**config.mk**
```make
export PLATFORM = sky130hd
export DESIGN_NAME = bridge_gate_mapper
export DESIGN_NICKNAME = d
export VERILOG_FILES = /design/src/rtl/gate_map_pkg.sv /design/src/rtl/gate_map_ctrl.sv /design/src/rtl/gate_map_datapath.sv /design/src/rtl/bridge_gate_mapper.sv
export SDC_FILE = /design/constraint.sdc
export NUM_CORES = 1
export LEC_CHECK = 0
export ABC_CLOCK_PERIOD_IN_PS = 1800
export BUFFER_PORTS_ARGS = -buffer_cell sky130_fd_sc_hd__buf_2
export CAP_MARGIN = 20
export CORE_UTILIZATION = 30
export DETAILED_ROUTE_END_ITERATION = 10
export GPL_TIMING_DRIVEN = 0
export REMOVE_ABC_BUFFERS = 1
export SLEW_MARGIN = 5
export SYNTH_ARGS = -nofsm -noshare
export SYNTH_HDL_FRONTEND = slang
export SYNTH_SLANG_ARGS = --single-unit
```
**constraint.sdc**
```tcl
create_clock -name clk -period 1.8 [get_ports clk]
set_clock_uncertainty 0.1 [all_clocks]
set_input_delay 0.54 -clock clk [delete_from_list [all_inputs] [get_ports clk]]
set_output_delay 0.54 -clock clk [all_outputs]
set_load 0.02 [all_outputs]
```
**src/rtl/gate_map_pkg.sv**
```systemverilog
package gate_map_pkg;

  typedef enum logic [1:0] {
    CHOP_DRIVE    = 2'b00,
    CHOP_FAST     = 2'b01,
    CHOP_SLOW     = 2'b10,
    CHOP_FAST_ALT = 2'b11
  } chop_e;

  typedef enum logic [1:0] {
    RAIL_FLOAT     = 2'b00,
    RAIL_HIGH      = 2'b01,
    RAIL_LOW       = 2'b10,
    RAIL_FLOAT_ALT = 2'b11
  } rail_e;

  typedef enum logic [1:0] {
    SIDE_NONE = 2'b00,
    SIDE_HIGH = 2'b01,
    SIDE_LOW  = 2'b10
  } side_e;

  // Strobes from the priority/decay control to the per-phase datapath.
  typedef struct packed {
    logic forceOff;  // sleep or fault
    logic brakeAll;  // all low sides requested
    logic drive;     // normal mode, chop on
    logic fastSr;    // normal mode, fast decay, rectification active
    logic slowHold;  // normal mode, slow decay
    logic slowSr;    // normal mode, slow decay, rectification active
  } strobe_t;

endpackage

```
**src/rtl/gate_map_ctrl.sv**
```systemverilog
module gate_map_ctrl
  import gate_map_pkg::*;
#(
  parameter int FAULT_W = 4
) (
  input  logic [1:0]         chopState,
  input  logic               srEn,
  input  logic               zeroCur,
  input  logic               brake,
  input  logic               sleepN,
  input  logic [FAULT_W-1:0] fault,
  output strobe_t            strobe
);

  logic  srActive;
  logic  shutdown;
  logic  normalMode;
  chop_e chop;

  assign chop       = chop_e'(chopState);
  assign srActive   = srEn & ~zeroCur;
  assign shutdown   = ~sleepN | (|fault);
  assign normalMode = ~shutdown & ~brake;

  always_comb begin
    strobe          = '0;
    strobe.forceOff = shutdown;
    strobe.brakeAll = ~shutdown & brake;
    if (normalMode) begin
      unique case (chop)
        CHOP_DRIVE: strobe.drive = 1'b1;
        CHOP_FAST, CHOP_FAST_ALT: strobe.fastSr = srActive;
        CHOP_SLOW: begin
          strobe.slowHold = 1'b1;
          strobe.slowSr   = srActive;
        end
        default: strobe = strobe;
      endcase
    end
  end

endmodule

```
**src/rtl/gate_map_datapath.sv**
```systemverilog
module gate_map_datapath
  import gate_map_pkg::*;
#(
  parameter int PHASES = 3,
  parameter int DEAD_W = 4
) (
  input  logic                  clk,
  input  logic                  rstN,
  input  logic [2*PHASES-1:0]   phaseCmd,
  input  logic [DEAD_W-1:0]     deadCycles,
  input  strobe_t               strobe,
  output logic [PHASES-1:0]     hiGate,
  output logic [PHASES-1:0]     loGate
);

  localparam logic [DEAD_W-1:0] CNT_ZERO = '0;
  localparam logic [DEAD_W-1:0] CNT_ONE  = {{(DEAD_W-1){1'b0}}, 1'b1};

  for (genvar i = 0; i < PHASES; i++) begin : g_phase
    rail_e             rail;
    logic              wantHi, wantLo;
    logic              blockHi, blockLo;
    logic              nextHi, nextLo;
    logic              hiR, loR;
    side_e             lastSide;
    logic [DEAD_W-1:0] gapCnt;

    assign rail = rail_e'(phaseCmd[2*i +: 2]);

    // Requested gate pair before dead-time gating.
    always_comb begin
      wantHi = 1'b0;
      wantLo = 1'b0;
      if (strobe.forceOff) begin
        wantHi = 1'b0;
        wantLo = 1'b0;
      end else if (strobe.brakeAll) begin
        wantLo = 1'b1;
      end else begin
        unique case (rail)
          RAIL_HIGH: begin
            wantHi = strobe.drive;
            wantLo = strobe.fastSr | strobe.slowSr;
          end
          RAIL_LOW: begin
            wantHi = strobe.fastSr;
            wantLo = strobe.drive | strobe.slowHold;
          end
          default: begin
            wantHi = 1'b0;
            wantLo = 1'b0;
          end
        endcase
      end
    end

    // Dead-time gating: opposite side waits for the gap counter.
    always_comb begin
      blockHi = wantHi & (loR | ((lastSide == SIDE_LOW)  && (gapCnt != CNT_ZERO)));
      blockLo = wantLo & (hiR | ((lastSide == SIDE_HIGH) && (gapCnt != CNT_ZERO)));
      nextHi  = wantHi & ~blockHi;
      nextLo  = wantLo & ~blockLo;
    end

    always_ff @(posedge clk) begin
      if (!rstN) begin
        hiR      <= 1'b0;
        loR      <= 1'b0;
        lastSide <= SIDE_NONE;
        gapCnt   <= CNT_ZERO;
      end else begin
        hiR <= nextHi;
        loR <= nextLo;
        if (nextHi)      lastSide <= SIDE_HIGH;
        else if (nextLo) lastSide <= SIDE_LOW;
        if ((hiR | loR) && !(nextHi | nextLo)) gapCnt <= deadCycles;
        else if (gapCnt != CNT_ZERO)           gapCnt <= gapCnt - CNT_ONE;
      end
    end

    assign hiGate[i] = hiR;
    assign loGate[i] = loR;
  end

endmodule

```
**src/rtl/bridge_gate_mapper.sv**
```systemverilog
module bridge_gate_mapper
  import gate_map_pkg::*;
#(
  parameter int PHASES  = 3,
  parameter int DEAD_W  = 4,
  parameter int FAULT_W = 4
) (
  input  logic                  clk,
  input  logic                  rstN,
  input  logic [2*PHASES-1:0]   phaseCmd,
  input  logic [1:0]            chopState,
  input  logic                  srEn,
  input  logic                  zeroCur,
  input  logic                  brake,
  input  logic                  sleepN,
  input  logic [FAULT_W-1:0]    fault,
  input  logic [DEAD_W-1:0]     deadCycles,
  output logic [PHASES-1:0]     hiGate,
  output logic [PHASES-1:0]     loGate
);

  strobe_t strobe;

  gate_map_ctrl #(.FAULT_W(FAULT_W)) u_ctrl (
    .chopState (chopState),
    .srEn      (srEn),
    .zeroCur   (zeroCur),
    .brake     (brake),
    .sleepN    (sleepN),
    .fault     (fault),
    .strobe    (strobe)
  );

  gate_map_datapath #(.PHASES(PHASES), .DEAD_W(DEAD_W)) u_dp (
    .clk        (clk),
    .rstN       (rstN),
    .phaseCmd   (phaseCmd),
    .deadCycles (deadCycles),
    .strobe     (strobe),
    .hiGate     (hiGate),
    .loGate     (loGate)
  );

endmodule

```
After elaboration in Yosys (flattened, before gate mapping). Cells that the tools add are included.

Register bits: 24. Output and inout bits: 6. Bits of input ports: 22. Word-level logic and storage cells: 135.

Bitwise operators: 41. Add/subtract/negate cells: 3. Muxes and demuxes: 34. Reductions and logical operators: 27. Equality and inequality tests: 15.

Operator list (count): $mux W4 (7); $mux W1 (20); $eq A2 B2 Y1 const B (8); $and A1 B1 Y1 (15); $or A1 B1 Y1 (15); $eq A2 B1 Y1 const B (7); $pmux W1 S2 (6); $reduce_bool A2 Y1 (6); $reduce_bool A4 Y1 (3); $sub A4 B1 Y4 const B (3); $not A1 Y1 (11); $logic_and A1 B1 Y1 (9); $reduce_or A2 Y1 (4); $reduce_or A4 Y1 (1); $logic_not A1 Y1 (3); $logic_not A2 Y1 (1); $mux W2 (1).

Logic depth before layout (Yosys ltp). Gate-level depths: netlist of run 1.

Depth in word-level cells: 16. Mapped depth: 7. Depth with buffers taken out: 7.

By module. A second synthesis of run 1 with hierarchy kept.

Cell total of the unflattened synthesis: 174. Area, all modules: 1559.0 µm².

By module, submodules not included: gate_map_datapath (times used 1, cells each 161, area an instance 1471.4 µm²); gate_map_ctrl (times used 1, cells each 13, area an instance 87.6 µm²).

Worst setup path after synthesis of run 1. No wires, ideal clock.

Path type: input to register. From: in fault[3]. To: reg u_dp.g_phase[2].hiR. Stages on the path: 5. Data arrival time: 1743 ps. Library setup time: 60 ps. Data required time: 1640 ps. Path buffers: 0. Slack: -103 ps. Cell sequence: nor4_4 > nand3b_2 > or4_1 > nor2_2 > and2_1.

Word-level cells in the longest chain between the ends: 11. Elaborated cells between the ends (all ways): 12. Classes of those cells: mux: 4; bitwise: 7; reduce/logical: 1.

Ends and longest elaborated chain: from (decl) (RTL line bridge_gate_mapper.sv:16) `input logic [FAULT_W-1:0] fault,`; $reduce_or A4 Y1 (*) (RTL line gate_map_ctrl.sv:22) `assign shutdown = ~sleepN | (|fault);`; $or A1 B1 Y1 (*) (RTL line gate_map_ctrl.sv:22); $not A1 Y1 (RTL line gate_map_ctrl.sv:23, gate_map_ctrl.sv:28); $and A1 B1 Y1 (RTL line gate_map_ctrl.sv:23) `assign normalMode = ~shutdown & ~brake;`; $mux W4 (RTL line gate_map_ctrl.sv:29) `if (normalMode) begin`; $pmux W1 S2 (RTL line gate_map_datapath.sv:40) `unique case (rail)`; $mux W1 (RTL line gate_map_datapath.sv:37) `end else if (strobe.brakeAll) begin`; $mux W1 (*) (RTL line gate_map_datapath.sv:34) `if (strobe.forceOff) begin`; $and A1 B1 Y1 (RTL line gate_map_datapath.sv:59) `blockHi = wantHi & (loR | ((lastSide == SIDE_LOW) && (gapCnt != CNT_ZERO)));`; $not A1 Y1 (RTL line gate_map_datapath.sv:61) `nextHi = wantHi & ~blockHi;`; $and A1 B1 Y1 (*) (RTL line gate_map_datapath.sv:61); to (signal assigned) (RTL line gate_map_datapath.sv:72) `hiR <= nextHi;`; to (decl) (RTL line gate_map_datapath.sv:24) `logic hiR, loR;`.

Every way passes the cells marked *; elsewhere a longest branch is shown, timed or not. A chain may end at the register's enable or synchronous reset.

Worst setup path in the final report of run 1.
From: in fault[2]. To: reg u_dp.g_phase[2].gapCnt[3].

Word-level cells in the longest chain between the ends: 16. Elaborated cells between the ends (all ways): 25. Classes of those cells: mux: 8; bitwise: 13; reduce/logical: 4.

Ends and longest elaborated chain: $reduce_or A4 Y1 (*) (RTL line gate_map_ctrl.sv:22); $or A1 B1 Y1 (*) (RTL line gate_map_ctrl.sv:22); $not A1 Y1 (RTL line gate_map_ctrl.sv:23, gate_map_ctrl.sv:28); $and A1 B1 Y1 (RTL line gate_map_ctrl.sv:23); $mux W4 (RTL line gate_map_ctrl.sv:29); $or A1 B1 Y1, on equally long branches (RTL line gate_map_datapath.sv:47, gate_map_datapath.sv:43); $pmux W1 S2 (RTL line gate_map_datapath.sv:40); $mux W1 (RTL line gate_map_datapath.sv:37); $mux W1 (RTL line gate_map_datapath.sv:34); $and A1 B1 Y1 (RTL line gate_map_datapath.sv:60) `blockLo = wantLo & (hiR | ((lastSide == SIDE_HIGH) && (gapCnt != CNT_ZERO)));`; $not A1 Y1 (RTL line gate_map_datapath.sv:62) `nextLo = wantLo & ~blockLo;`; $and A1 B1 Y1 (RTL line gate_map_datapath.sv:62); $or A1 B1 Y1 (*) (RTL line gate_map_datapath.sv:76) `if ((hiR | loR) && !(nextHi | nextLo)) gapCnt <= deadCycles;`; $logic_not A1 Y1 (*) (RTL line gate_map_datapath.sv:76); $logic_and A1 B1 Y1 (*) (RTL line gate_map_datapath.sv:76); $mux W4 or $reduce_bool A2 Y1 (tied branches); to (signal assigned) (RTL line gate_map_datapath.sv:76); to (signal assigned) (RTL line gate_map_datapath.sv:77) `else if (gapCnt != CNT_ZERO) gapCnt <= gapCnt - CNT_ONE;`; to (decl) (RTL line gate_map_datapath.sv:26) `logic [DEAD_W-1:0] gapCnt;`.

Marks and branches as above.

==> results of run 1 <==
## stage by stage
stage	util, %	cells	area [um^2]
finish	44.1	288	2110
global route	44.1	288	2110
CTS	42.9	284	2050
detailed placement	35.0	263	1680
global placement	35.0	263	1680
floorplan	-	169	1460
## layout make-up
type	instances	area [um^2]	area share, %
clock buffers	3	41.3	1.96
clock inverters	1	30.0	1.42
inverters	22	82.6	3.91
multi-input cells	123	1070	50.6
flip-flops and latches	24	488	23.1
well taps	67	83.8	3.97
repair buffers	48	317	15.0
## power breakdown
part,internal (mW),leakage [nW],switching [mW]
Combinational,0.634,0.635,0.492
Sequential,0.640,0.197,0.0980
Clock,0.298,0.0357,0.182
## sequential cells by signal, indices dropped and copies added, names as in the netlist
register               flops
u_dp.g_phase.gapCnt       12
u_dp.g_phase.lastSide      6
u_dp.g_phase.loR           3
u_dp.g_phase.hiR           3
## cell usage after synthesis, drive strengths merged
cell / number / share of area, %
or2: 1 / 0.41
dfxtp: 24 / 32
nand3b: 1 / 0.74
a21o: 3 / 1.5
nor3: 7 / 3.1
buf: 7 / 3.2
o311ai: 3 / 1.7
o21ai: 8 / 2.6
or4: 3 / 1.5
o21a: 3 / 1.5
nor2: 12 / 3.1
inv: 22 / 5.5
a21oi: 2 / 1.2
mux2i: 13 / 8.6
nor2b: 4 / 1.7
nor4: 1 / 1.4
a311oi: 3 / 1.7
clkbuf: 2 / 0.50
xnor2: 3 / 1.7
nor4b: 1 / 0.99
ha: 9 / 7.4
nand2: 21 / 5.2
a32oi: 3 / 1.7
and2: 6 / 2.5
o41ai: 2 / 1.7
nand3: 2 / 0.66
nor3b: 6 / 4.0
nand2b: 3 / 1.2
or3: 3 / 1.2
## worst min-delay path by stage
stage                           startpoint                           to  cells past startpoint  slack [ps]
2_1_floorplan  u_dp.g_phase[0].lastSide[1]  u_dp.g_phase[0].lastSide[1]                      2         390
4_1_cts        u_dp.g_phase[1].lastSide[1]  u_dp.g_phase[1].lastSide[1]                      2         460
5_1_grt                      deadCycles[1]    u_dp.g_phase[2].gapCnt[1]                      3         480
6_report       u_dp.g_phase[0].lastSide[1]  u_dp.g_phase[0].lastSide[1]                      2         460
3_5_place_dp   u_dp.g_phase[1].lastSide[1]  u_dp.g_phase[1].lastSide[1]                      2         430
3_3_place_gp   u_dp.g_phase[0].lastSide[1]  u_dp.g_phase[0].lastSide[1]                      2         420
## worst max-delay path, cell delays in order
cell and delay, ps:
buf_6 100, nor4_4 350, nand3b_4 170, buf_4 180, o41ai_4 240, a21oi_2 90, buf_6 140, mux2i_1 110
## cells by family (layout without fill, tap and decap cells)
| kind of cell | count (synthesis) | after routing |
|---|---|---|
| mux | 13 | 13 |
| buf+inv | 31 | 74 |
| flops | 24 | 24 |
| fa+ha+maj | 9 | 9 |
| simple gates | 71 | 71 |
| xor+xnor | 3 | 3 |
| compound gates | 27 | 27 |
## routing by layer
layer | up-vias | track usage (%) | share of wire [%]
met4 | 0 | 5.23 | 1.3
met2 | 25 | 24.7 | 46
met3 | 4 | 2.62 | 3.2
met1 | 639 | 17.7 | 50
li1 | 692 | - | -
met5 | - | 0 | 0
## repair_timing
item / CTS / global route
gates resized for setup: 45 / 4
pin swaps: 16 / 10
setup buffers: 18 / 4
endpoints found under the setup margin: 24 / 20
==> reports/qor.txt, run 1 <==
CP startpoint - fault[2]
Post-Route WL - 3.52 mm
routability-driven placement congestion ratio - 0.742
Vias/cell - 4.72
cells after synthesis - 178
I/O pin count - 28
Arr. time, crit path - 1920 ps
commonest non-fill, non-tap cell in the layout - buf_2
1st-iter DRT viols - 19
worst hold-check path type - reg -> reg
FILL cells - 482
sequential-to-total area share from yosys stat - 31.7%
Worst setup EP type - flop
Die Area - 5330 um^2
Overflow after GRT - 0
die width - 73.0 um
crit path to - u_dp.g_phase[2].gapCnt[3]
Max Cap Viol - 0
leakage - 0.868 nW
Yosys warning total - 0
final setup fails - 19
Unique masters post-synth - 34
vias in the first global route - 1325
FF-to-FF path depth - 8
starting utilization of the core area - 31.6%
Root Driver - clkbuf_8
row count - 25
Final HPWL DP - 2.20 mm
Die Y-Extent - 73.0 um
initial antenna violation count - 0
CTS tree - built
CTS sink count - 24
Layout area overhead - 39.4%
multiplexer area fraction after synthesis - 8.60%
total count of max-transition violations in the final report - 0
Clock Latency Late Sink - 270 ps
Max-slew headroom - 69.8%
Fin. Hold Viols - 0
final worst slack - -60.8 ps
measured slew at the worst slew-check pin - 454 ps
remaining design rule violation count - 0
period utilization - 103%
setup TNS - -488 ps
share of post-route cells with drive strength above 1 - 41.6%
port bufs - 27
outcome - finished, violations left
Netlist Area Pre-Place - 1510 um^2
critical register-to-register path startpoint - u_dp.g_phase[2].gapCnt[0]
number of nets in the layout - 253
VDD IR-drop max - 0.735 mV
worst r2r dst - u_dp.g_phase[2].gapCnt[3]
Pwr Total - 2.34 mW
failing checks - negative setup slack
largest family of logic cells by synthesized area - simple AND/OR/NAND/NOR gates
min Tclk post-route - 1860 ps
WS Path Type - in -> reg
WP data required - 1860 ps
synthesized flop and latch total - 24
flop2flop setup slack - -50 ps
adder-cell share of the synthesized area - 7.44%
first-pass GRT wire length - 5.89 mm
Startpoint Class - input port
Max Fclk - 0.537 GHz
Hold WS - 458 ps
RSZ-0062 raised after global routing - yes
hold buffer count at cts - 0
CTS clk-pin slew, worst paths - 90 ps
GRT Total Usage - 14.3%
Avg Inst Size Synth - 8.51 um^2
via count - 1360
n_diodes - 0
H-tree depth - 1
Synth Area in Compound Gates - 13.6%
simple-gate share of the synthesized area - 27.7%
Antenna Nets Post-Route - 0
worst slack, placed - -407 ps
XOR/XNOR Fraction of Synth Area - 1.74%
pwr/cell area - 1110 nW/um^2
CP Max Fanout - 6
wire per inst - 12.2 um
CTS Buf Count - 3
drt pass-1 iters - 4
Core ar. - 4790 um^2
commonest non-fill, non-tap cells in the layout - buf_2, nand2_1, buf_4, dfxtp_1, inv_1
largest net degree at the start of global routing - 29
clk buf depth - 2
(Power assumes the default switching activity.)
==> inputs of run 2 (changes only) <==
- TNS_END_PERCENT: default -> 50
==> reports/qor.txt, run 2 (synthesis results as in run 1) <==
hold depth - 2 (unchanged)
Max Fclk - 0.537 GHz (unchanged)
largest net degree at the start of global routing - 29 (unchanged)
GRT Total Usage - 14.3% (unchanged)
routability-driven placement congestion ratio - 0.742 (unchanged)
vias in the first global route - 1325 (unchanged)
placed cells - 263 (unchanged)
n_diodes - 0 (unchanged)
Die Area - 5330 um^2 (unchanged)
Worst Hold End - u_dp.g_phase[0].lastSide[1]
Post-Route WL - 3.52 mm (unchanged)
worst hold-check path type - reg -> reg
first-pass GRT wire length - 5.89 mm (unchanged)
CTS sink count - 24 (unchanged)
commonest non-fill, non-tap cell in the layout - buf_2
failing checks - negative setup slack
share of post-route cells with drive strength above 1 - 41.6% (unchanged)
Biggest register - u_dp.g_phase.gapCnt
Vias/cell - 4.72 (unchanged)
worst slack, placed - -407 ps (unchanged)
CP Max Fanout - 6 (unchanged)
via count - 1360 (unchanged)
Arr. time, crit path - 1920 ps (about the same)
CTS tree - built
CTS Buf Count - 3 (unchanged)
remaining design rule violation count - 0 (unchanged)
period utilization - 103% (unchanged)
Max Cap Viol - 0 (unchanged)
flop2flop setup slack - -50 ps (about the same)
biggest regs - u_dp.g_phase.gapCnt (12), u_dp.g_phase.lastSide (6)
die width - 73.0 um (unchanged)
worst r2r dst - u_dp.g_phase[2].gapCnt[3]
FILL cells - 482 (unchanged)
measured slew at the worst slew-check pin - 454 ps (unchanged)
WP data required - 1860 ps (about the same)
Worst setup EP type - flop
CTS clk-pin slew, worst paths - 90 ps (about the same)
min Tclk post-route - 1860 ps (unchanged)
final setup fails - 19 (unchanged)
Root Driver - clkbuf_8
initial antenna violation count - 0 (unchanged)
VDD IR-drop max - 0.735 mV (unchanged)
port bufs - 27 (unchanged)
WS Path Type - in -> reg
setup TNS - -488 ps (unchanged)
FF-to-FF path depth - 8 (unchanged)
I/O pin count - 28 (unchanged)
RSZ-0062 raised after global routing - yes
Core ar. - 4790 um^2 (unchanged)
final worst slack - -60.8 ps (unchanged)
Antenna Nets Post-Route - 0 (unchanged)
Hold WS - 458 ps (unchanged)
commonest non-fill, non-tap cells in the layout - buf_2, nand2_1, buf_4, dfxtp_1, inv_1
leakage - 0.868 nW (unchanged)
hold buffer count at cts - 0 (unchanged)
Final Core Density - 44.1% (unchanged)
drt pass-1 iters - 4 (unchanged)
Layout Cells excl Fill - 288 (unchanged)
Startpoint Class - input port
max reg flops - 12 (unchanged)
outcome - finished, violations left
number of nets in the layout - 253 (unchanged)
starting utilization of the core area - 31.6% (unchanged)
Layout area overhead - 39.4% (unchanged)
min-delay src - u_dp.g_phase[0].lastSide[1]
row count - 25 (unchanged)
Overflow after GRT - 0 (unchanged)
Die Y-Extent - 73.0 um (unchanged)
Clock Latency Late Sink - 270 ps (about the same)
H-tree depth - 1 (unchanged)
1st-iter DRT viols - 24 (+5)
wire per inst - 12.2 um (unchanged)
critical register-to-register path startpoint - u_dp.g_phase[2].gapCnt[0]
pwr/cell area - 1110 nW/um^2 (unchanged)
Fin. Hold Viols - 0 (unchanged)
Final HPWL DP - 2.20 mm (unchanged)
Max-slew headroom - 69.8% (unchanged)
clk buf depth - 2 (unchanged)
total count of max-transition violations in the final report - 0 (unchanged)
## run 2: cell counts in the layout (fill, tap and decap cells not counted)
Identical to the previous run, type by type.
## run 2: routing by layer
layer  vias up  global-route usage [%]  wire length (um)
li1        692                       -                 -
met1       639                    17.7              1750
met2        25                    24.7              1610
met3         4                    2.62               114
met4         0                    5.23                47
met5         -                       0                 0
## run 2: cell type report
cell class | instances | area, um^2 | area share, %
Multi-Input combinational cell | 123 | 1070 | 50.6
Inverter | 22 | 82.6 | 3.91
Clock buffer | 3 | 41.3 | 1.96
Timing Repair Buffer | 48 | 317 | 15.0
Sequential cell | 24 | 488 | 23.1
Tap cell | 67 | 83.8 | 3.97
Clock inverter | 1 | 30.0 | 1.42
## run 2: what timing repair did
item	4_1_cts	5_1_grt
pin swaps	16	10
buffers inserted	18	4
endpoints found under the setup margin	24	20
resized for setup	45	4
## run 2: worst max path at each step
stage / start / endpoint / slack [ps] / cells after the start
6_report: fault[2] / u_dp.g_phase[2].gapCnt[3] / -60 / 8
5_1_grt: u_dp.g_phase[1].gapCnt[1] / u_dp.g_phase[1].hiR / -130 / 7
4_1_cts: fault[0] / u_dp.g_phase[2].hiR / -60 / 6
3_5_place_dp: chopState[0] / u_dp.g_phase[0].gapCnt[3] / -410 / 6
2_1_floorplan: fault[3] / u_dp.g_phase[2].hiR / -100 / 5
3_3_place_gp: chopState[0] / u_dp.g_phase[0].gapCnt[3] / -410 / 6
## run 2: power by group
| group | switching [mW] | internal [mW] | leakage [nW] |
|---|---|---|---|
| Clock | 0.182 | 0.298 | 0.0357 |
| Combinational | 0.492 | 0.634 | 0.635 |
| Sequential | 0.0980 | 0.640 | 0.197 |
| Total | 0.772 | 1.57 | 0.868 |
## run 2: critical path, cell delays in order
cell,delay (ps)
buf_6,100
nor4_4,350
nand3b_4,170
buf_4,180
o41ai_4,240
a21oi_2,90
buf_6,140
mux2i_1,110
## run 2: metrics by stage
step                      total power, mW  instance area, um^2
after global routing                 2.51                 2110
after floorplan                      1.24                 1460
after CTS                            2.30                 2050
final                                2.34                 2110
after global placement               1.38                 1680
after detailed placement             1.39                 1680
